[src/rtl/uv_esc_pkg.sv]
package uv_esc_pkg;
  typedef enum logic [2:0] {
    MODE_INIT     = 3'd0,
    MODE_NORMAL   = 3'd1,
    MODE_STOP     = 3'd2,
    MODE_FAILSAFE = 3'd3,
    MODE_RESTART  = 3'd4
  } sbc_mode_e;
endpackage

[src/rtl/uv_edge_det.sv]
module uv_edge_det (
  input  logic clk,
  input  logic rst_n,
  input  logic lvl_i,
  output logic rise_o
);
  logic lvl_q;

  always_ff @(posedge clk or negedge rst_n) begin
    if (!rst_n) lvl_q <= 1'b0;
    else        lvl_q <= lvl_i;
  end

  assign rise_o = lvl_i & ~lvl_q;

  // A detected edge cannot repeat in the next cycle
  AST_ONE_EDGE_PER_EPISODE: assert property (@(posedge clk) disable iff (!rst_n)
    rise_o |=> !rise_o);
endmodule

[src/rtl/uv_mode_gate.sv]
module uv_mode_gate
  import uv_esc_pkg::*;
#(
  parameter int MODE_W = 3
) (
  input  logic [MODE_W-1:0] mode_i,
  input  logic              batt_low_i,
  output logic              count_en_o
);
  logic mode_ok;
  logic frozen;

  always_comb begin
    mode_ok = (mode_i == MODE_W'(MODE_INIT))   ||
              (mode_i == MODE_W'(MODE_NORMAL)) ||
              (mode_i == MODE_W'(MODE_STOP));
    frozen  = (mode_i == MODE_W'(MODE_NORMAL)) && batt_low_i;
    count_en_o = mode_ok && !frozen;
  end
endmodule

[src/rtl/uv_esc_counter.sv]
module uv_esc_counter #(
  parameter int LIMIT = 4,
  localparam int CNT_W = $clog2(LIMIT + 1)
) (
  input  logic             clk,
  input  logic             rst_n,
  input  logic             rise_i,
  input  logic             count_en_i,
  input  logic             clr_i,
  output logic [CNT_W-1:0] cnt_o,
  output logic             hit_o
);
  localparam logic [CNT_W-1:0] TOP  = CNT_W'(LIMIT);
  localparam logic [CNT_W-1:0] LAST = CNT_W'(LIMIT - 1);

  logic step;

  assign step  = rise_i && count_en_i && !clr_i && (cnt_o != TOP);
  assign hit_o = step && (cnt_o == LAST);

  always_ff @(posedge clk or negedge rst_n) begin
    if (!rst_n)    cnt_o <= '0;
    else if (clr_i) cnt_o <= '0;
    else if (step)  cnt_o <= cnt_o + 1'b1;
  end

  AST_NO_OVERFLOW: assert property (@(posedge clk) disable iff (!rst_n)
    cnt_o <= TOP);
  AST_CLEAR_ZEROES: assert property (@(posedge clk) disable iff (!rst_n)
    clr_i |=> (cnt_o == '0));
  AST_HOLD_WHEN_GATED: assert property (@(posedge clk) disable iff (!rst_n)
    (!count_en_i && !clr_i) |=> $stable(cnt_o));
  AST_STEP_BY_ONE: assert property (@(posedge clk) disable iff (!rst_n)
    (rise_i && count_en_i && !clr_i && cnt_o < TOP) |=> (cnt_o == $past(cnt_o) + 1'b1));
endmodule

[src/rtl/uv_esc_flags.sv]
module uv_esc_flags (
  input  logic clk,
  input  logic rst_n,
  input  logic rise_i,
  input  logic hit_i,
  input  logic stat_clr_i,
  input  logic cause_clr_i,
  output logic fs_req_o,
  output logic fs_cause_o,
  output logic uv_stat_o
);
  always_ff @(posedge clk or negedge rst_n) begin
    if (!rst_n) begin
      fs_req_o   <= 1'b0;
      fs_cause_o <= 1'b0;
      uv_stat_o  <= 1'b0;
    end else begin
      fs_req_o <= hit_i;
      if (hit_i)            fs_cause_o <= 1'b1;
      else if (cause_clr_i) fs_cause_o <= 1'b0;
      if (stat_clr_i)       uv_stat_o  <= 1'b0;
      else if (rise_i)      uv_stat_o  <= 1'b1;
    end
  end

  AST_REQ_SINGLE_CYCLE: assert property (@(posedge clk) disable iff (!rst_n)
    fs_req_o |=> !fs_req_o);
  AST_REQ_SETS_CAUSE: assert property (@(posedge clk) disable iff (!rst_n)
    fs_req_o |-> fs_cause_o);
  AST_CAUSE_STICKY: assert property (@(posedge clk) disable iff (!rst_n)
    (fs_cause_o && !cause_clr_i) |=> fs_cause_o);
  AST_STAT_CLEARED: assert property (@(posedge clk) disable iff (!rst_n)
    stat_clr_i |=> !uv_stat_o);
  AST_STAT_SET: assert property (@(posedge clk) disable iff (!rst_n)
    (rise_i && !stat_clr_i) |=> uv_stat_o);
endmodule

[src/rtl/uv_escalate.sv]
module uv_escalate #(
  parameter int LIMIT  = 4,
  parameter int MODE_W = 3,
  localparam int CNT_W = $clog2(LIMIT + 1)
) (
  input  logic              clk,
  input  logic              rst_n,
  input  logic              uv_evt_i,
  input  logic [MODE_W-1:0] mode_i,
  input  logic              batt_low_i,
  input  logic              stat_clr_i,
  input  logic              soft_rst_i,
  input  logic              fs_entered_i,
  input  logic              cause_clr_i,
  output logic              fs_req_o,
  output logic              fs_cause_o,
  output logic              uv_stat_o,
  output logic [CNT_W-1:0]  uv_cnt_o
);
  logic rise;
  logic count_en;
  logic clr_any;
  logic hit;

  assign clr_any = fs_entered_i | stat_clr_i | soft_rst_i;

  uv_edge_det u_edge (
    .clk    (clk),
    .rst_n  (rst_n),
    .lvl_i  (uv_evt_i),
    .rise_o (rise)
  );

  uv_mode_gate #(.MODE_W(MODE_W)) u_gate (
    .mode_i     (mode_i),
    .batt_low_i (batt_low_i),
    .count_en_o (count_en)
  );

  uv_esc_counter #(.LIMIT(LIMIT)) u_cnt (
    .clk        (clk),
    .rst_n      (rst_n),
    .rise_i     (rise),
    .count_en_i (count_en),
    .clr_i      (clr_any),
    .cnt_o      (uv_cnt_o),
    .hit_o      (hit)
  );

  uv_esc_flags u_flags (
    .clk         (clk),
    .rst_n       (rst_n),
    .rise_i      (rise),
    .hit_i       (hit),
    .stat_clr_i  (stat_clr_i),
    .cause_clr_i (cause_clr_i),
    .fs_req_o    (fs_req_o),
    .fs_cause_o  (fs_cause_o),
    .uv_stat_o   (uv_stat_o)
  );

  AST_REQ_AT_LIMIT: assert property (@(posedge clk) disable iff (!rst_n)
    fs_req_o |-> (uv_cnt_o == CNT_W'(LIMIT)));
  AST_CLR_BLOCKS_REQ: assert property (@(posedge clk) disable iff (!rst_n)
    clr_any |=> !fs_req_o);
endmodule

[config.mk]
export PLATFORM = sky130hd
export DESIGN_NAME = uv_escalate
export DESIGN_NICKNAME = d
export VERILOG_FILES = /design/src/rtl/uv_esc_pkg.sv /design/src/rtl/uv_edge_det.sv /design/src/rtl/uv_mode_gate.sv /design/src/rtl/uv_esc_counter.sv /design/src/rtl/uv_esc_flags.sv /design/src/rtl/uv_escalate.sv
export SDC_FILE = /design/constraint.sdc
export NUM_CORES = 1
export LEC_CHECK = 0
export BUFFER_PORTS_ARGS = -buffer_cell sky130_fd_sc_hd__buf_4
export CAP_MARGIN = 0
export CORE_AREA = 4 4 41 43
export DETAILED_ROUTE_END_ITERATION = 8
export DIE_AREA = 0 0 45 47
export SYNTH_ARGS = -nofsm -noshare
export SYNTH_HDL_FRONTEND = slang
export SYNTH_HIERARCHICAL = 1
export SYNTH_SLANG_ARGS = --single-unit
[constraint.sdc]
create_clock -name clk -period 1.2 [get_ports clk]
set_input_delay 0.24 -clock clk [delete_from_list [all_inputs] [get_ports clk]]
set_output_delay 0.24 -clock clk [all_outputs]
set_load 0.02 [all_outputs]
==> results.yml, run 1 <==
grt:
  grt_pass1_vias: 298
  antenna_found_initial: 0
  overflow: 0
  grt_pass1_wl_um: 1240
  grt_use_total_pct: 8.52
  grt_max_degree: 8
floorplanning:
  fp.dieH_um: 47
  num_rows: 13
  die_w_um: 45
  ios: 17
  start_util_pct: 27.9
  core-area_um2: 1300
  die-area_um2: 2120
min_path:
  min_path_type: "primary input to flip-flop"
  holdCritStartpoint: "uv_evt_i"
  min_delay_worst_endpoint: "u_edge/lvl_q"
  hold_path_depth: 1
critical_path:
  r2r_setup_slack_ps: -8
  crit_path_max_fanout: 3
  reg2reg_to: "u_flags/fs_cause_o"
  worstPathArrival_ps: 1340
  start_kind: "flip-flop"
  reg2regPathDepth: 4
  end_kind: "flip-flop"
  timing.rr.start: "u_cnt/cnt_o[1]"
  crit_type: "flip-flop to flip-flop"
  critPathRequiredTime_ps: 1330
timing:
  clock.fmax_mhz: 828
  finalSetupViolations: 1
  grt_setup_unrepaired: "true"
  layout_min_cycle_time_ps: 1210
  fin_skew_ps: 2.02
  slew-limit-headroom_pct: 87.8
  fin_ws_ps: -7.95
  worst_pin_slew_ps: 183
  drv_slew: 0
  period_share_pct: 101
  final-hold-violation-count: 0
detailed_routing:
  avgViaCountPerCell: 4.19
  drt-total-wl_um: 704
  drcViolationCount: 0
  wl_per_cell_um: 9.78
  first_pass_iters: 3
  vias: 302
  ant_nets: 0
  drt_iter0_drc: 2
yosys:
  synth_nets: 46
  synth_seq_area_share_pct: 48.3
  synth_most_common_cell: "dfrtp_1"
  avgSynthCellArea_um2: 11.3
  synth-main-ff-cell: "dfrtp_1"
  synth-seq-cells: 7
  synth_top_family_by_area: "simple AND/OR/NAND/NOR gates"
  synthTopCellsByCount: "7 x dfrtp_1, 5 x nor2_1, 4 x inv_1"
  ys_warn_count: 6
  synthXorXnorAreaFrac_pct: 0
  syn_inst: 32
  yosysUniqueCellTypes: 16
  synth_area_leaders: "dfrtp_1 48%, ha_1 10%, nor2_1 5.2%, a21oi_4 4.5%, inv_1 4.1%"
  synthAdderAreaFrac_pct: 10.3
  synth_mux_area_share_pct: 6.90
  synth_simple_gate_area_share_pct: 18.3
  netlist.area_leader.share_pct: 48.3
  syn_area_um2: 363
  synth_async_sr_flop_share_pct: 100
  synth_compound_area_share_pct: 12.1
  synth_top_cell_by_area: "dfrtp_1"
  synth_enable_flop_cells: 0
placement:
  portBuffers: 16
  placed_area_um2: 544
  dp_hpwl_um: 602
  place_congestion: 0.699
  place_ws_ps: -123
clock_network:
  clk_pin_slew_worst_paths_ps: 50
  cts_buffer_depth: 2
  cts_sinks: 7
  clk_latency_ps: 250
  cts_tree: "done"
  htree_levels: 1
  cts-buffers-inserted: 3
  root_buffer: "clkbuf_4"
power:
  p_seq_share_pct: 47.0
  comb_power_share_pct: 13.1
  leakage_nw: 0.300
  peakVddDrop_mv: 0.546
  p_int_mw: 0.410
  clkPwrFrac_pct: 39.9
  power_density_nw_per_um2: 860
  swShare_pct: 21.2
  power_switching_mw: 0.110
job:
  drv_cap: 0
finish:
  antenna_cells: 0
  stdcell_area_um2: 604
  drive_gt1_share_pct: 61.4
  areaGrowthSynthToFinish_pct: 66.6
  num-nets-final: 72
status:
  outcome: "finished, violations left"
  violations: "negative setup slack"
==> worst max path at each step <==
stage / cells past startpoint / startpoint / end / slack [ps]
4_1_cts: 4 / u_cnt/cnt_o[1] / u_flags/fs_cause_o / -20
2_1_floorplan: 4 / u_cnt/cnt_o[0] / u_cnt/cnt_o[0] / -30
6_report: 4 / u_cnt/cnt_o[1] / u_flags/fs_cause_o / -8
3_5_place_dp: 6 / mode_i[1] / u_cnt/cnt_o[0] / -120
5_1_grt: 4 / u_cnt/cnt_o[1] / u_flags/fs_cause_o / -40
3_3_place_gp: 6 / mode_i[1] / u_cnt/cnt_o[0] / -110
==> power by group through the flow <==
stage          clock (mW)  sequential [mW]  combinational [mW]
2_1_floorplan           0            0.251              0.0203
3_3_place_gp            0            0.248              0.0626
3_5_place_dp            0            0.248              0.0625
4_1_cts             0.219            0.244              0.0658
5_1_grt             0.236            0.245              0.0771
6_report            0.207            0.244              0.0681
==> final cells by class <==
class	count	area, um2
Clock buffer	4	26.3
Multi-Input combinational cell	21	195
Inverter	4	15.0
Timing Repair Buffer	21	171
Tap cell	15	18.8
Sequential cell	7	178
Fill cell	125	697
==> worst max-delay path: stages (launching register included) <==
cell and delay [ps]:
dfrtp_2 420, ha_2 180, ha_2 160, and3b_1 190, a21o_1 150
==> cell usage in the layout, fill, tap and decap left out, types with 2 or more instances in the layout <==
cell and count:
ha_2 2, nor2_1 5, inv_2 2, clkbuf_4 3
buf_6 3, nand2b_1 2, dfrtp_2 2, inv_1 2
buf_4 17, dfrtp_1 5
==> sequential cells by signal (all words and copies together) (netlist names) <==
register	count
u_cnt/cnt_o	3
u_edge/lvl_q	1
u_flags/fs_cause_o	1
u_flags/fs_req_o	1
u_flags/uv_stat_o	1
==> cells by family (layout without fill, tap and decap cells) <==
kind of cell / count (synthesis) / after routing
DFF: 7 / 7
buffers and inverters: 4 / 29
AOI/OAI and AO/OA: 5 / 5
muxes: 2 / 2
adders and majority gates: 3 / 3
and+or+nand+nor: 11 / 11
==> routing by layer <==
layer  routed length [um]  global-route usage, %  share of wire [%]  vias up
li1                     -                      -                  -      155
met1                  273                   10.5                 39      136
met2                  340                   12.1                 48       11
met3                   90                   6.13                 13        0
met4                    0                   1.75                  0        0
met5                    0                      0                  0        -
==> timing repair <==
item,CTS,global route
hold endpoints to repair,7,0
gates resized for setup,2,2
endpoints found under the setup margin,3,6
setup buffers,0,1
hold buffers,1,0
==> per-stage QoR <==
stage	std cells	TNS [ps]	hold WS, ps	power [mW]	util [%]
2_1_floorplan	32	-54.3	-55.6	0.272	-
3_3_place_gp	66	-231	59.8	0.311	41.8
3_5_place_dp	66	-259	58.6	0.310	41.8
4_1_cts	71	-18.7	103	0.529	45.2
5_1_grt	72	-77.0	89.4	0.557	46.4
6_report	72	-7.95	111	0.520	46.4
(Power assumes the default switching activity.)
==> run 2: changes to the inputs <==
Settings changed: SETUP_SLACK_MARGIN from default to 0.15.
==> run 2 against run 1 <==
Against the previous run: clock power barely moved; maximum frequency fell by 0.87%; first-iteration DRC count rose by 100%; sequential share of layout area fell by 2.0 points; routed wire length rose by 10%; sequential power barely moved; largest power group unchanged; cell area rose by 7.9%; non-clock buffer count rose by 2; largest cell class unchanged; critical endpoint is now u_cnt/cnt_o[0]; worst hold slack got worse by 1.4 ps; the flow still finishes with violations (negative setup slack).
==> results.yml, run 2 (same netlist as run 1, synthesis figures left out) <==
timing:
  worst_pin_slew_ps: 182
  final-hold-violation-count: 0
  clock.fmax_mhz: 821
  grt_setup_unrepaired: "true"
  fin_skew_ps: 0.962
  slew-limit-headroom_pct: 87.9
  period_share_pct: 102
  finalSetupViolations: 2
  layout_min_cycle_time_ps: 1220
  drv_slew: 0
  fin_ws_ps: -18.6
placement:
  dp_hpwl_um: 602
  place_congestion: 0.699
  portBuffers: 16
finish:
  final_common_cell: "buf_4"
  largest_register_ffs: 3
  final_cell_mix: "16 x buf_4, 6 x buf_6, 5 x nor2_1, 4 x dfrtp_1"
  drive_gt1_share_pct: 64.4
  areaGrowthSynthToFinish_pct: 79.7
  antenna_cells: 0
  num-nets-final: 74
  utilization_pct: 50.1
  top_register: "u_cnt/cnt_o"
critical_path:
  worstPathArrival_ps: 1350
  crit_path_max_fanout: 3
  end_kind: "flip-flop"
  crit_type: "flip-flop to flip-flop"
  cpPeakStageDelay_ps: 410
  critPathTopFamily: "flip-flops"
  cp.buffers_inverters: 1
  crit_path_start: "u_cnt/cnt_o[0]"
  critPathRequiredTime_ps: 1330
  start_kind: "flip-flop"
  critical_path.cell_chain: "inv_2 -> ha_4 -> a21oi_4 -> mux2_4"
  timing.rr.start: "u_cnt/cnt_o[0]"
  cpMaxStageDelayCell: "dfrtp_2"
clock_network:
  cts-buffers-inserted: 3
  clk_latency_ps: 250
  cts_tree: "done"
  cts_sinks: 7
  cts_buffer_depth: 2
  clk_pin_slew_worst_paths_ps: 50
  htree_levels: 1
  root_buffer: "clkbuf_4"
job:
  drv_cap: 0
grt:
  grt_max_degree: 8
  grt_use_total_pct: 9.06
  antenna_found_initial: 0
  grt_pass1_wl_um: 1340
  overflow: 0
  grt_pass1_vias: 334
floorplanning:
  die_w_um: 45
  core-area_um2: 1300
  start_util_pct: 27.9
  die-area_um2: 2120
  ios: 17
  num_rows: 13
  fp.dieH_um: 47
power:
  power_density_nw_per_um2: 803
  leakage_nw: 0.311
  power.total_mw: 0.524
  peakVddDrop_mv: 0.541
detailed_routing:
  drcViolationCount: 0
  wl_per_cell_um: 10.5
  drt-total-wl_um: 776
  vias: 325
  avgViaCountPerCell: 4.39
  drt_iter0_drc: 4
  first_pass_iters: 3
  ant_nets: 0
status:
  violations: "negative setup slack"
  outcome: "finished, violations left"
min_path:
  holdCritStartpoint: "uv_evt_i"
  min_path_type: "primary input to flip-flop"
[run 2: cell count changes in the layout (fill, tap and decap cells not counted)]
cell     change
buf_4        -1
ha_2         -2
ha_4         +2
dfrtp_1      -1
buf_6        +3
dfrtp_2      +1
[run 2: repair_timing]
| action | in CTS | in global routing |
|---|---|---|
| resized for setup | 9 | 1 |
| setup endpoints to repair | 8 | 8 |
| hold buffers | 1 | 0 |
| hold endpoints to repair | 7 | 0 |
| pin swaps | 2 | 1 |
| setup buffers | 2 | 1 |
| cloned | 0 | 0 |
[run 2: stage by stage]
| stage | TNS, ps | instance area (um2) | hold slack (ps) | setup slack [ps] | instances |
|---|---|---|---|---|---|
| 6_report | -19.4 | 652 | 109 | -18.6 | 74 |
| 5_1_grt | -140 | 652 | 87.2 | -60.5 | 74 |
| 4_1_cts | -11.5 | 643 | 103 | -11.5 | 73 |
| 3_5_place_dp | -259 | 544 | 58.6 | -123 | 66 |
| 3_3_place_gp | -231 | 544 | 59.8 | -109 | 66 |
| 2_1_floorplan | -54.3 | 383 | -55.6 | -30.6 | 32 |
[run 2: cell type report]
| cell class | instances | area, um2 |
|---|---|---|
| clock buffer | 4 | 26.3 |
| tap | 15 | 18.8 |
| fill | 123 | 649 |
| sequential | 7 | 179 |
| timing repair buffer | 23 | 198 |
| inverter | 4 | 15.0 |
| multi-input combinational | 21 | 215 |
[run 2: power by group]
| part | switching (mW) | internal, mW | total [mW] |
|---|---|---|---|
| registers | 0.00340 | 0.241 | 0.244 |
| logic | 0.0270 | 0.0433 | 0.0703 |
| clock network | 0.0822 | 0.127 | 0.209 |
| total | 0.113 | 0.411 | 0.524 |
[run 2: path summary, 6_finish.rpt]
| check | cells after the start | slack, ps | to |
|---|---|---|---|
| max | 4 | -20 | u_cnt/cnt_o[0] |
| min | 1 | 110 | u_edge/lvl_q |
| max reg2reg | 4 | -20 | u_cnt/cnt_o[0] |
| min reg2reg | 2 | 490 | u_flags/uv_stat_o |
| max in group asynchronous | 2 | 720 | u_cnt/cnt_o[0] |
| min in group asynchronous | 2 | 350 | u_flags/uv_stat_o |
[run 2: metal layers]
layer  GRT usage, %  wire length, um
met1           10.4              295
met2           14.1              401
met3           6.13               79
met4           1.75                0
met5              0                0
[run 2: worst register-to-register path, delay by kind of cell, from the launching register on]
kind | cells | cell delay, ps
fa+ha+maj | 1 | 160
compound gates | 1 | 160
flops | 1 | 410
buf+inv | 1 | 70
mux | 1 | 310
